File: src/rtl/slc_pkg.sv
package slc_pkg;
    typedef enum logic [2:0] {
        ST_IDLE,
        ST_FILL,
        ST_SCAN,
        ST_FETCH,
        ST_DRAIN,
        ST_STREAM
    } slc_state_e;
endpackage

File: src/rtl/slc_line_buf.sv
module slc_line_buf #(
    parameter int PW    = 16,
    parameter int DEPTH = 32,
    localparam int XAW  = (DEPTH > 1) ? $clog2(DEPTH) : 1
) (
    input  logic           clk,
    input  logic           wr_en,
    input  logic [XAW-1:0] wr_x,
    input  logic [PW-1:0]  wr_data,
    input  logic [XAW-1:0] rd_x,
    output logic [PW-1:0]  rd_data
);
    logic [PW-1:0] mem_q [DEPTH];

    always_ff @(posedge clk) begin
        if (wr_en && (32'(wr_x) < DEPTH)) begin
            mem_q[wr_x] <= wr_data;
        end
    end

    always_comb begin
        rd_data = '0;
        if (32'(rd_x) < DEPTH) begin
            rd_data = mem_q[rd_x];
        end
    end
endmodule

File: src/rtl/slc_hit_finder.sv
module slc_hit_finder #(
    parameter int NSPR = 4,
    parameter int YW   = 10
) (
    input  logic [YW-1:0]      line,
    input  logic [NSPR-1:0]    spr_en,
    input  logic [NSPR*YW-1:0] spr_y,
    input  logic [NSPR*YW-1:0] spr_h,
    output logic [NSPR-1:0]    hit
);
    for (genvar i = 0; i < NSPR; i++) begin : g_spr
        logic [YW:0] top_e;
        logic [YW:0] bot_e;
        logic [YW:0] line_e;
        assign top_e  = {1'b0, spr_y[i*YW +: YW]};
        assign bot_e  = top_e + {1'b0, spr_h[i*YW +: YW]};
        assign line_e = {1'b0, line};
        assign hit[i] = spr_en[i] && (line_e >= top_e) && (line_e < bot_e);
    end
endmodule

File: src/rtl/slc_fetch_pipe.sv
module slc_fetch_pipe #(
    parameter int          PW    = 16,
    parameter int          XAW   = 5,
    parameter int          LAT   = 2,
    parameter logic [15:0] TRANS = 16'h0000
) (
    input  logic           clk,
    input  logic           rst_n,
    input  logic           issue,
    input  logic [XAW-1:0] issue_x,
    input  logic [PW-1:0]  mem_data,
    output logic           wr_en,
    output logic [XAW-1:0] wr_x,
    output logic [PW-1:0]  wr_data,
    output logic           empty
);
    logic [LAT-1:0] v_d, v_q;
    logic [XAW-1:0] x_d [LAT];
    logic [XAW-1:0] x_q [LAT];

    always_comb begin
        v_d[0] = issue;
        x_d[0] = issue_x;
        for (int i = 1; i < LAT; i++) begin
            v_d[i] = v_q[i-1];
            x_d[i] = x_q[i-1];
        end
    end

    always_ff @(posedge clk) begin
        if (!rst_n) begin
            v_q <= '0;
        end else begin
            v_q <= v_d;
        end
        for (int i = 0; i < LAT; i++) begin
            x_q[i] <= x_d[i];
        end
    end

    assign wr_en   = v_q[LAT-1] && (mem_data != PW'(TRANS));
    assign wr_x    = x_q[LAT-1];
    assign wr_data = mem_data;
    assign empty   = (v_q == '0);
endmodule

File: src/rtl/sprite_line_compositor.sv
module sprite_line_compositor
    import slc_pkg::*;
#(
    parameter int          PW      = 16,
    parameter int          LINE_W  = 32,
    parameter int          NSPR    = 4,
    parameter int          XW      = 8,
    parameter int          YW      = 10,
    parameter int          AW      = 16,
    parameter int          MEM_LAT = 2,
    parameter logic [15:0] TRANS   = 16'h0000
) (
    input  logic              clk,
    input  logic              rst_n,
    input  logic              start,
    input  logic [YW-1:0]     line_num,
    input  logic [PW-1:0]     bg_color,
    input  logic [NSPR-1:0]   spr_en,
    input  logic [NSPR*XW-1:0] spr_x,
    input  logic [NSPR*YW-1:0] spr_y,
    input  logic [NSPR*XW-1:0] spr_w,
    input  logic [NSPR*YW-1:0] spr_h,
    input  logic [NSPR*AW-1:0] spr_base,
    output logic              mem_req,
    output logic [AW-1:0]     mem_addr,
    input  logic [PW-1:0]     mem_data,
    output logic [PW-1:0]     pix_data,
    output logic              pix_valid,
    input  logic              pix_ready,
    output logic              pix_last,
    output logic              busy,
    output logic              done
);
    localparam int XAW = (LINE_W > 1) ? $clog2(LINE_W) : 1;
    localparam int IW  = $clog2(NSPR + 1);
    localparam logic [XAW-1:0] X_LAST = XAW'(LINE_W - 1);

    typedef struct packed {
        slc_state_e      state;
        logic [YW-1:0]   line;
        logic [PW-1:0]   bg;
        logic [NSPR-1:0] hit;
        logic [IW-1:0]   idx;
        logic [XW-1:0]   col;
        logic [XAW-1:0]  xcnt;
        logic            done;
    } ctrl_t;

    ctrl_t c_d, c_q;

    logic [NSPR-1:0] hit_now;
    logic            cur_hit;
    logic [XW-1:0]   cur_x, cur_w;
    logic [YW-1:0]   cur_y;
    logic [AW-1:0]   cur_base;
    logic [XW:0]     scr_x;
    logic [YW-1:0]   row;
    logic [YW+XW-1:0] row_off;

    logic            fill_we;
    logic            issue;
    logic            pipe_we, pipe_empty;
    logic [XAW-1:0]  pipe_x;
    logic [PW-1:0]   pipe_data;
    logic            buf_we;
    logic [XAW-1:0]  buf_wx;
    logic [PW-1:0]   buf_wd, buf_rd;

    slc_hit_finder #(.NSPR(NSPR), .YW(YW)) u_hit (
        .line   (c_q.line),
        .spr_en (spr_en),
        .spr_y  (spr_y),
        .spr_h  (spr_h),
        .hit    (hit_now)
    );

    // Attributes of the sprite currently being fetched
    always_comb begin
        cur_hit  = 1'b0;
        cur_x    = '0;
        cur_w    = '0;
        cur_y    = '0;
        cur_base = '0;
        for (int i = 0; i < NSPR; i++) begin
            if (c_q.idx == IW'(i)) begin
                cur_hit  = c_q.hit[i];
                cur_x    = spr_x[i*XW +: XW];
                cur_w    = spr_w[i*XW +: XW];
                cur_y    = spr_y[i*YW +: YW];
                cur_base = spr_base[i*AW +: AW];
            end
        end
        scr_x   = {1'b0, cur_x} + {1'b0, c_q.col};
        row     = c_q.line - cur_y;
        row_off = row * cur_w;
    end

    always_comb begin
        c_d      = c_q;
        c_d.done = 1'b0;
        fill_we  = 1'b0;
        issue    = 1'b0;
        mem_addr = cur_base + AW'(row_off) + AW'(c_q.col);
        unique case (c_q.state)
            ST_IDLE: begin
                if (start) begin
                    c_d.state = ST_FILL;
                    c_d.line  = line_num;
                    c_d.bg    = bg_color;
                    c_d.xcnt  = '0;
                end
            end
            ST_FILL: begin
                fill_we = 1'b1;
                if (c_q.xcnt == X_LAST) begin
                    c_d.xcnt  = '0;
                    c_d.state = ST_SCAN;
                end else begin
                    c_d.xcnt = c_q.xcnt + 1'b1;
                end
            end
            ST_SCAN: begin
                c_d.hit   = hit_now;
                c_d.idx   = '0;
                c_d.col   = '0;
                c_d.state = ST_FETCH;
            end
            ST_FETCH: begin
                if (c_q.idx == IW'(NSPR)) begin
                    c_d.state = ST_DRAIN;
                end else if (cur_hit && (c_q.col < cur_w) &&
                             (scr_x < (XW+1)'(LINE_W))) begin
                    issue     = 1'b1;
                    c_d.col   = c_q.col + 1'b1;
                end else begin
                    c_d.idx = c_q.idx + 1'b1;
                    c_d.col = '0;
                end
            end
            ST_DRAIN: begin
                if (pipe_empty) begin
                    c_d.xcnt  = '0;
                    c_d.state = ST_STREAM;
                end
            end
            ST_STREAM: begin
                if (pix_ready) begin
                    if (c_q.xcnt == X_LAST) begin
                        c_d.state = ST_IDLE;
                        c_d.done  = 1'b1;
                    end else begin
                        c_d.xcnt = c_q.xcnt + 1'b1;
                    end
                end
            end
            default: c_d.state = ST_IDLE;
        endcase
    end

    always_ff @(posedge clk) begin
        if (!rst_n) begin
            c_q <= '{state: ST_IDLE, default: '0};
        end else begin
            c_q <= c_d;
        end
    end

    slc_fetch_pipe #(.PW(PW), .XAW(XAW), .LAT(MEM_LAT), .TRANS(TRANS)) u_pipe (
        .clk      (clk),
        .rst_n    (rst_n),
        .issue    (issue),
        .issue_x  (XAW'(scr_x)),
        .mem_data (mem_data),
        .wr_en    (pipe_we),
        .wr_x     (pipe_x),
        .wr_data  (pipe_data),
        .empty    (pipe_empty)
    );

    assign buf_we = fill_we | pipe_we;
    assign buf_wx = fill_we ? c_q.xcnt : pipe_x;
    assign buf_wd = fill_we ? c_q.bg : pipe_data;

    slc_line_buf #(.PW(PW), .DEPTH(LINE_W)) u_buf (
        .clk     (clk),
        .wr_en   (buf_we),
        .wr_x    (buf_wx),
        .wr_data (buf_wd),
        .rd_x    (c_q.xcnt),
        .rd_data (buf_rd)
    );

    assign mem_req   = issue;
    assign pix_valid = (c_q.state == ST_STREAM);
    assign pix_data  = buf_rd;
    assign pix_last  = pix_valid && (c_q.xcnt == X_LAST);
    assign busy      = (c_q.state != ST_IDLE);
    assign done      = c_q.done;
endmodule

File: config.mk
export PLATFORM = sky130hd
export DESIGN_NAME = sprite_line_compositor
export DESIGN_NICKNAME = d
export VERILOG_FILES = /design/src/rtl/slc_pkg.sv /design/src/rtl/slc_line_buf.sv /design/src/rtl/slc_hit_finder.sv /design/src/rtl/slc_fetch_pipe.sv /design/src/rtl/sprite_line_compositor.sv
export SDC_FILE = /design/constraint.sdc
export NUM_CORES = 1
export LEC_CHECK = 0
export ABC_CLOCK_PERIOD_IN_PS = 16900
export BUFFER_PORTS_ARGS = -buffer_cell sky130_fd_sc_hd__clkbuf_2
export CAP_MARGIN = 10
export CORE_MARGIN = 5
export CORE_UTILIZATION = 50
export DETAILED_ROUTE_END_ITERATION = 6
export PLACE_DENSITY = 0.81
export SKIP_CTS_REPAIR_TIMING = 1
export SYNTH_ARGS = -nofsm -noshare
export SYNTH_HDL_FRONTEND = slang
export SYNTH_SLANG_ARGS = --single-unit
File: constraint.sdc
create_clock -name clk -period 16.9 [get_ports clk]
set_clock_uncertainty 0.15 [all_clocks]
set_input_delay 2.535 -clock clk [delete_from_list [all_inputs] [get_ports clk]]
set_output_delay 2.535 -clock clk [all_outputs]
set_load 0.03 [all_outputs]
==> results of run 1 <==
[Yosys cell counts, types with 5 or more instances]
library cell | count | share of area (%)
buf_1 | 17 | 0.21
or2_2 | 15 | 0.31
a31oi_1 | 5 | 0.10
o21a_1 | 18 | 0.45
mux2_2 | 16 | 0.60
dfxtp_1 | 67 | 4.4
edfxtp_1 | 512 | 51
inv_1 | 131 | 1.6
nor2_1 | 129 | 1.6
nor4_1 | 8 | 0.17
nand4_1 | 8 | 0.17
ha_1 | 190 | 7.9
xor2_1 | 27 | 0.78
nor2b_1 | 15 | 0.31
nor3_1 | 30 | 0.50
a21o_1 | 36 | 0.89
a221oi_1 | 23 | 0.67
nand2b_1 | 34 | 0.70
nand3_1 | 15 | 0.25
clkbuf_1 | 72 | 0.89
or3_1 | 8 | 0.17
fa_1 | 73 | 4.8
mux4_2 | 160 | 12
xnor2_1 | 41 | 1.2
a211oi_1 | 16 | 0.40
o21bai_1 | 10 | 0.25
o21ai_0 | 74 | 1.2
nand2_1 | 165 | 2.0
a21oi_1 | 127 | 2.1
a221o_1 | 17 | 0.56
nor3b_1 | 6 | 0.15
[metrics by stage]
step / std cells / utilization [%] / worst slack (ns) / total power, mW / instance area [um2]
2_1_floorplan: 2134 / - / 5.40 / 3.28 / 30300
3_3_place_gp: 3153 / 54.4 / 4.56 / 3.91 / 32700
3_5_place_dp: 3153 / 54.4 / 4.47 / 3.95 / 32700
4_1_cts: 3254 / 57.4 / 4.45 / 5.16 / 34500
5_1_grt: 3256 / 57.4 / 4.05 / 5.40 / 34500
6_report: 3256 / 57.4 / 4.39 / 5.11 / 34500
[layout by cell type, fill, tap and decap left out, types with 10 or more instances in the layout]
cell type,netlist,final
fa_1,73,73
a21oi_1,127,127
mux2_2,16,16
o21ai_0,74,74
a221o_1,17,17
clkbuf_16,0,55
clkbuf_2,0,294
nor2_2,0,27
a21o_1,36,36
inv_1,131,131
o21a_1,18,18
xnor2_1,41,41
nor2_1,129,102
edfxtp_1,512,512
nand2_1,165,165
nand2b_1,34,34
xor2_1,27,27
nor2b_1,15,13
nor3_1,30,30
ha_1,190,189
mux4_2,160,160
o21bai_1,10,10
buf_4,0,33
a211oi_1,16,16
or2_2,15,15
nand3_1,15,15
a221oi_1,23,23
clkbuf_1,72,13
dfxtp_1,67,64
[metal layers]
metal	part of all wire, %	wire length, um
met1	36	29400
met2	53	43000
met3	7.8	6310
met4	3.3	2680
met5	0.028	23
[final cells by class]
| type | count | area (um2) |
|---|---|---|
| fillers | 4613 | 25600 |
| flip-flops and latches | 579 | 16700 |
| multi-input cells | 1334 | 12800 |
| repair buffers | 329 | 1750 |
| clock buffers | 73 | 1490 |
| well taps | 782 | 978 |
| inverters | 131 | 492 |
| clock inverters | 28 | 282 |
[worst max-delay path by stage]
stage / startpoint / endpoint / slack, ns / cells after the start
after floorplan: spr_y[10] / mem_addr[15] / 5.40 / 29
after global placement: spr_y[0] / mem_addr[15] / 4.56 / 31
after detailed placement: spr_y[0] / mem_addr[15] / 4.47 / 31
after CTS: spr_y[0] / mem_addr[15] / 4.45 / 31
after global routing: spr_y[0] / mem_addr[15] / 4.05 / 31
final: spr_y[0] / mem_addr[15] / 4.39 / 31
[worst max-delay path: cells and delay by family]
kind / cells / cell delay, ns
AND/OR/NAND/NOR: 6 / 1.28
adder cells (fa/ha/maj): 8 / 3.59
XOR/XNOR: 2 / 0.60
buffers and inverters: 7 / 0.58
AO/OA/AOI/OAI: 8 / 1.24
[power by group through the flow]
| stage | clock, mW | combinational [mW] | sequential [mW] |
|---|---|---|---|
| 4_1_cts | 1.22 | 2.31 | 1.63 |
| 3_3_place_gp | 0 | 2.25 | 1.66 |
| 6_report | 1.22 | 2.26 | 1.63 |
| 5_1_grt | 1.29 | 2.48 | 1.63 |
| 2_1_floorplan | 0 | 1.63 | 1.64 |
| 3_5_place_dp | 0 | 2.29 | 1.66 |
[flip-flops by register name, summed over array words and instances, names as in the netlist, named ones only]
name and count:
c_q 49, u_pipe.v_q 2, u_pipe.x_q 10, u_buf.mem_q 512, done 1
[logic make-up (layout without fill, tap and decap cells)]
group	count (synthesis)	in the layout	synth area share (%)
mux	180	180	12.6
compound gates	367	367	7.74
simple gates	455	455	6.95
buf+inv	221	561	2.74
flops	579	579	55.2
xor+xnor	69	69	2.04
fa+ha+maj	263	263	12.7
==> summary.md, run 1 <==
| Metric | Value |
|---|---|
| Netlist Area Pre-Place | 0.0303 mm2 |
| End of the worst register-to-register path | c_q[16] |
| Via count | 19,700 |
| Reg-to-reg setup timing slack | 11.37 ns |
| DR pass1 iterations | 5 |
| Antenna-violating nets left | 0 |
| Layout cells sized above 1 | 25.9% |
| Min-Delay Path Class | register to register |
| Worst vdd ir | 0.412 mV |
| FF-to-FF Start | c_q[15] |
| Vias in the first global route | 20,600 |
| Arr. time, crit path | 9.83 ns |
| Initial Utilization | 50.3% |
| Antenna Cells | 0 |
| Clock root buffer | clkbuf_16 |
| Library cells used by synthesis | 65 |
| TNS Setup | 0 ns |
| Die H | 256 um |
| Worst-skew pair later-pin latency | 0.58 ns |
| GR peak layer | met2 |
| P_sw | 1.98 mW |
| Number of vias per cell | 6.06 |
| EDFF count, synth | 512 |
| Met1 usage | 29.4% |
| CP peak stage delay | 0.54 ns |
| Hold path endpoint | u_pipe.x_q[0][7] |
| GRT met3 Usage | 4.05% |
| Internal power | 3.13 mW |
| Max-cap viol count | 0 |
| Core ar. | 0.0601 mm2 |
| CP endpoint kind | output pin |
| Site Rows | 90 |
| Status | finished, final reports clean |
| Mean area per synthesized cell | 14.2 um2 |
| P&R area growth vs syn | 14.1% |
| Fin. max-slew vios | 0 |
| Final Setup Violations | 0 |
| GR Util met2 | 44.7% |
| P per Cell Area | 148 mW/mm2 |
| Wire length per cell | 25.0 um |
| Sw frac | 38.7% |
| Clock Power Share | 23.8% |
| Fin Hold WS | 0.176 ns |
| Fin crit share | 74.0% |
| Post-detail-place hpwl | 54.9 mm |
| Worst-case reg-to-reg path depth | 16 |
| Main synth FF type | edfxtp_1 |
| Tightest Pin Transition | 1.29 ns |
| Post-synthesis sequential area ratio | 55.2% |
| Initial antenna violation count | 3 |
| Unrepaired setup endpoints after global routing | false |
| Pin count of the biggest net entering global routing | 74 |
| Final WL | 81.5 mm |
| Htree depth | 2 |
| Global-route wire length before repair | 123 mm |
| Routability cong. | 0.943 |
| GRT Util Overall | 24.3% |
| Hold Path Depth | 0 |
| # DRC | 0 |
| CTS tree | built |
| Slowest CP cell | fa_1 |
| Clock slew at reported path FFs | 0.06 ns |
| Longest Clk Path Bufs | 3 |
| Nets | 2,950 |
| Final Hold Viols | 0 |
| Syn nets | 2,655 |
| Total gr overflow | 0 |
| Crit path kind | input port to output pin |
| Ys async rst share | 0% |
| Crit path max fanout | 8 |
| PortBufs | 294 |
| Mapped Cells | 2,134 |
| I/O pin cnt | 295 |
| Yosys reg bits | 579 |
| Relative slew slack | 13.9% |
| Pleak | 13.0 nW |
| Area of the die | 0.0656 mm2 |
| CP Data Required Time | 14.22 ns |
| Sequential share of power | 31.9% |
| Fmax | 79.9 MHz |
| Total CTS buffers | 54 |
| DIE WIDTH | 256 um |
| Min Tclk post-route | 12.51 ns |
| Clock sink count | 579 |
| Startpoint Class | input port |
| Initial DRC Count | 1,694 |
| Synth Warn # | 0 |
| Comb pwr share | 44.2% |
| Crit path top cell by count | fa_1 |
| Hold wc startpoint | u_pipe.x_q[0][2] |
No activity file was read; power rests on OpenSTA's default activity.
==> inputs of run 2 (changes only) <==
--- a/config.mk
+++ b/config.mk
@@ -5,13 +5,13 @@
 export SDC_FILE = /design/constraint.sdc
 export NUM_CORES = 1
 export LEC_CHECK = 0
-export ABC_CLOCK_PERIOD_IN_PS = 16900
+export ABC_CLOCK_PERIOD_IN_PS = 11200
 export BUFFER_PORTS_ARGS = -buffer_cell sky130_fd_sc_hd__clkbuf_2
 export CAP_MARGIN = 10
 export CORE_MARGIN = 5
 export CORE_UTILIZATION = 50
 export DETAILED_ROUTE_END_ITERATION = 6
-export PLACE_DENSITY = 0.81
+export PLACE_DENSITY = 0.84
 export SKIP_CTS_REPAIR_TIMING = 1
 export SYNTH_ARGS = -nofsm -noshare
 export SYNTH_HDL_FRONTEND = slang
==> constraint.sdc (replaced) <==
create_clock -name clk -period 11.2 [get_ports clk]
set_clock_uncertainty 0.15 [all_clocks]
set_input_delay 1.68 -clock clk [delete_from_list [all_inputs] [get_ports clk]]
set_output_delay 1.68 -clock clk [all_outputs]
set_load 0.03 [all_outputs]
==> run 2 against run 1 <==
  * Worst hold slack got worse by 0.0093 ns
  * Routed wire length rose by 2.3%
  * Register-to-register slack got worse by 5.3 ns
  * Non-clock buffer count rose by 1
  * Cell area rose by 0.18%
  * Sequential power rose by 51%
  * Cell count rose by 0.21%
  * Clock-buffer cell count fell by 6
  * First-iteration DRC count rose by 11%
  * Combinational power rose by 51%
  * Die area did not move
  * Largest cell class unchanged
==> summary.md, run 2 (synthesized netlist as in run 1, its figures left out) <==
| Metric | Value |
|---|---|
| Status | finished, final reports clean |
| Relative slew slack | 13.8% (-0.063 points) |
| Unrepaired setup endpoints after global routing | false |
| Reg-to-reg setup timing slack | 6.07 ns (-5.30 ns) |
| Layout cells sized above 1 | 26.3% (+0.38 points) |
| Fin crit share | 96.3% |
| Pleak | 13.1 nW (+0.20%) |
| Final Setup Violations | 0 (unchanged) |
| Final WL | 83.3 mm (+2.3%) |
| Post-detail-place hpwl | 57.7 mm (+5.2%) |
| Fin. max-slew vios | 0 (unchanged) |
| Clock sink count | 579 (unchanged) |
| I/O pin cnt | 295 (unchanged) |
| Most flop-heavy register | u_buf.mem_q |
| Antenna-violating nets left | 0 (unchanged) |
| DIE WIDTH | 256 um (unchanged) |
| CTS tree | built |
| Worst slack at placement | 0.483 ns (-3.99 ns) |
| Initial DRC Count | 1,888 (+11%) |
| GRT Util Overall | 24.9% (+0.62 points) |
| Global-route wire length before repair | 125 mm (+2.0%) |
| Most common cell after layout, fill and taps aside | edfxtp_1 |
| Worst vdd ir | 1.03 mV (+150%) |
| Via count | 19,900 (+0.68%) |
| Clock root buffer | clkbuf_16 |
| CP Buf/Inv Count | 7 (unchanged) |
| Total CTS buffers | 55 (+1.9%) |
| Initial antenna violation count | 6 (+3) |
| Area of the die | 0.0656 mm2 (unchanged) |
| Clock slew at reported path FFs | 0.06 ns (about the same) |
| Die H | 256 um (unchanged) |
| Worst-skew pair later-pin latency | 0.61 ns (+0.03 ns) |
| Pin count of the biggest net entering global routing | 61 (-18%) |
| Initial Utilization | 50.3% (unchanged) |
| Final setup margin | 0.412 ns (-3.98 ns) |
| Register area | 0.0167 mm2 (unchanged) |
| DR pass1 iterations | 5 (unchanged) |
| GR peak layer | met2 |
| Crit path max fanout | 8 (unchanged) |
| Core ar. | 0.0601 mm2 (unchanged) |
| Arr. time, crit path | 8.96 ns (-0.87 ns) |
| Multi-input gate area | 0.0128 mm2 (+0.18%) |
| Nets | 2,952 (+0.068%) |
| Crit path top cell by count | fa_1 |
| Largest register FFs | 512 (unchanged) |
| GR Util met2 | 45.6% (+0.88 points) |
| Fmax | 92.7 MHz |
| Worst path top cell family by delay | adder cells |
| # DRC | 0 (unchanged) |
| Longest Clk Path Bufs | 3 (unchanged) |
| Tightest Pin Transition | 1.29 ns (+0.000950 ns) |
| Total gr overflow | 0 (unchanged) |
| GRT met3 Usage | 3.55% (-0.50 points) |
| Most frequent cells in the layout | edfxtp_1, clkbuf_2, ha_1 |
| Startpoint Class | input port |
| Final Power | 7.70 mW (+51%) |
| P&R area growth vs syn | 14.3% |
| Htree depth | 2 (unchanged) |
| Site Rows | 90 (unchanged) |
| Met1 usage | 29.8% (+0.44 points) |
| Vias in the first global route | 21,100 (+2.2%) |
| Fillers | 4,534 (-1.7%) |
| Largest regs | u_buf.mem_q: 512 flops, c_q: 49 flops, u_pipe.x_q: 10 flops |
| PortBufs | 294 (unchanged) |
| CP endpoint kind | output pin |
| Routability cong. | 0.958 (+1.7%) |
| TNS Setup | 0 ns (unchanged) |
| Min-Delay Path Class | register to register |
| Min Tclk post-route | 10.79 ns |
| Slowest CP cell | fa_1 |
| CP Data Required Time | 9.37 ns (-4.85 ns) |
| Final Hold Viols | 0 (unchanged) |
| P per Cell Area | 223 mW/mm2 (+51%) |
| Wire length per cell | 25.5 um (+2.0%) |
| Max-cap viol count | 0 (unchanged) |
| Number of vias per cell | 6.09 (+0.46%) |
| Crit path kind | input port to output pin |
| CP peak stage delay | 0.53 ns (about the same) |
## run 2: changes by cell type in the layout (fill, tap and decap cells not counted), moves of 3 or more
cell      delta
clkbuf_4     +3
nor2_1       -3
clkbuf_1     -8
clkinv_1     +5
clkinv_2     +4
nor2_2       +3
diode_2      +5
## run 2: layer usage
layer / vias to the layer above / share of wire [%]
met5: - / 0
met4: 0 / 4.0
met3: 190 / 7.0
met2: 1033 / 53
met1: 9928 / 36
li1: 8718 / -
## run 2: layout make-up
cell class / instances / share of cell area, %
clock inverters: 35 / 0.832
inverters: 131 / 1.42
multi-input cells: 1334 / 37.1
clock buffers: 67 / 4.26
well taps: 782 / 2.83
repair buffers: 330 / 5.18
diodes: 5 / 0.0362
flip-flops and latches: 579 / 48.3
## run 2: worst paths after layout
kind | startpoint | end | cells past startpoint
setup / recovery | spr_y[0] | mem_addr[15] | 31
setup reg to reg | c_q[15] | c_q[10] | 16
hold / removal | u_pipe.x_q[0][1] | u_pipe.x_q[0][6] | 0
hold reg to reg | u_pipe.x_q[0][1] | u_pipe.x_q[0][6] | 0
## run 2: power breakdown
part	total (mW)	internal, mW	switching [mW]
clock network	1.83	1.03	0.798
logic	3.41	1.25	2.17
registers	2.46	2.42	0.0396
total	7.70	4.70	3.00
## run 2: per-stage QoR
stage	std cells	utilization (%)	instance area, um2	hold slack (ns)
2_1_floorplan	2134	-	30300	0.160
3_3_place_gp	3151	54.4	32700	0.167
3_5_place_dp	3151	54.4	32700	0.162
4_1_cts	3253	57.3	34500	0.169
5_1_grt	3262	57.5	34600	0.172
6_report	3263	57.5	34600	0.166
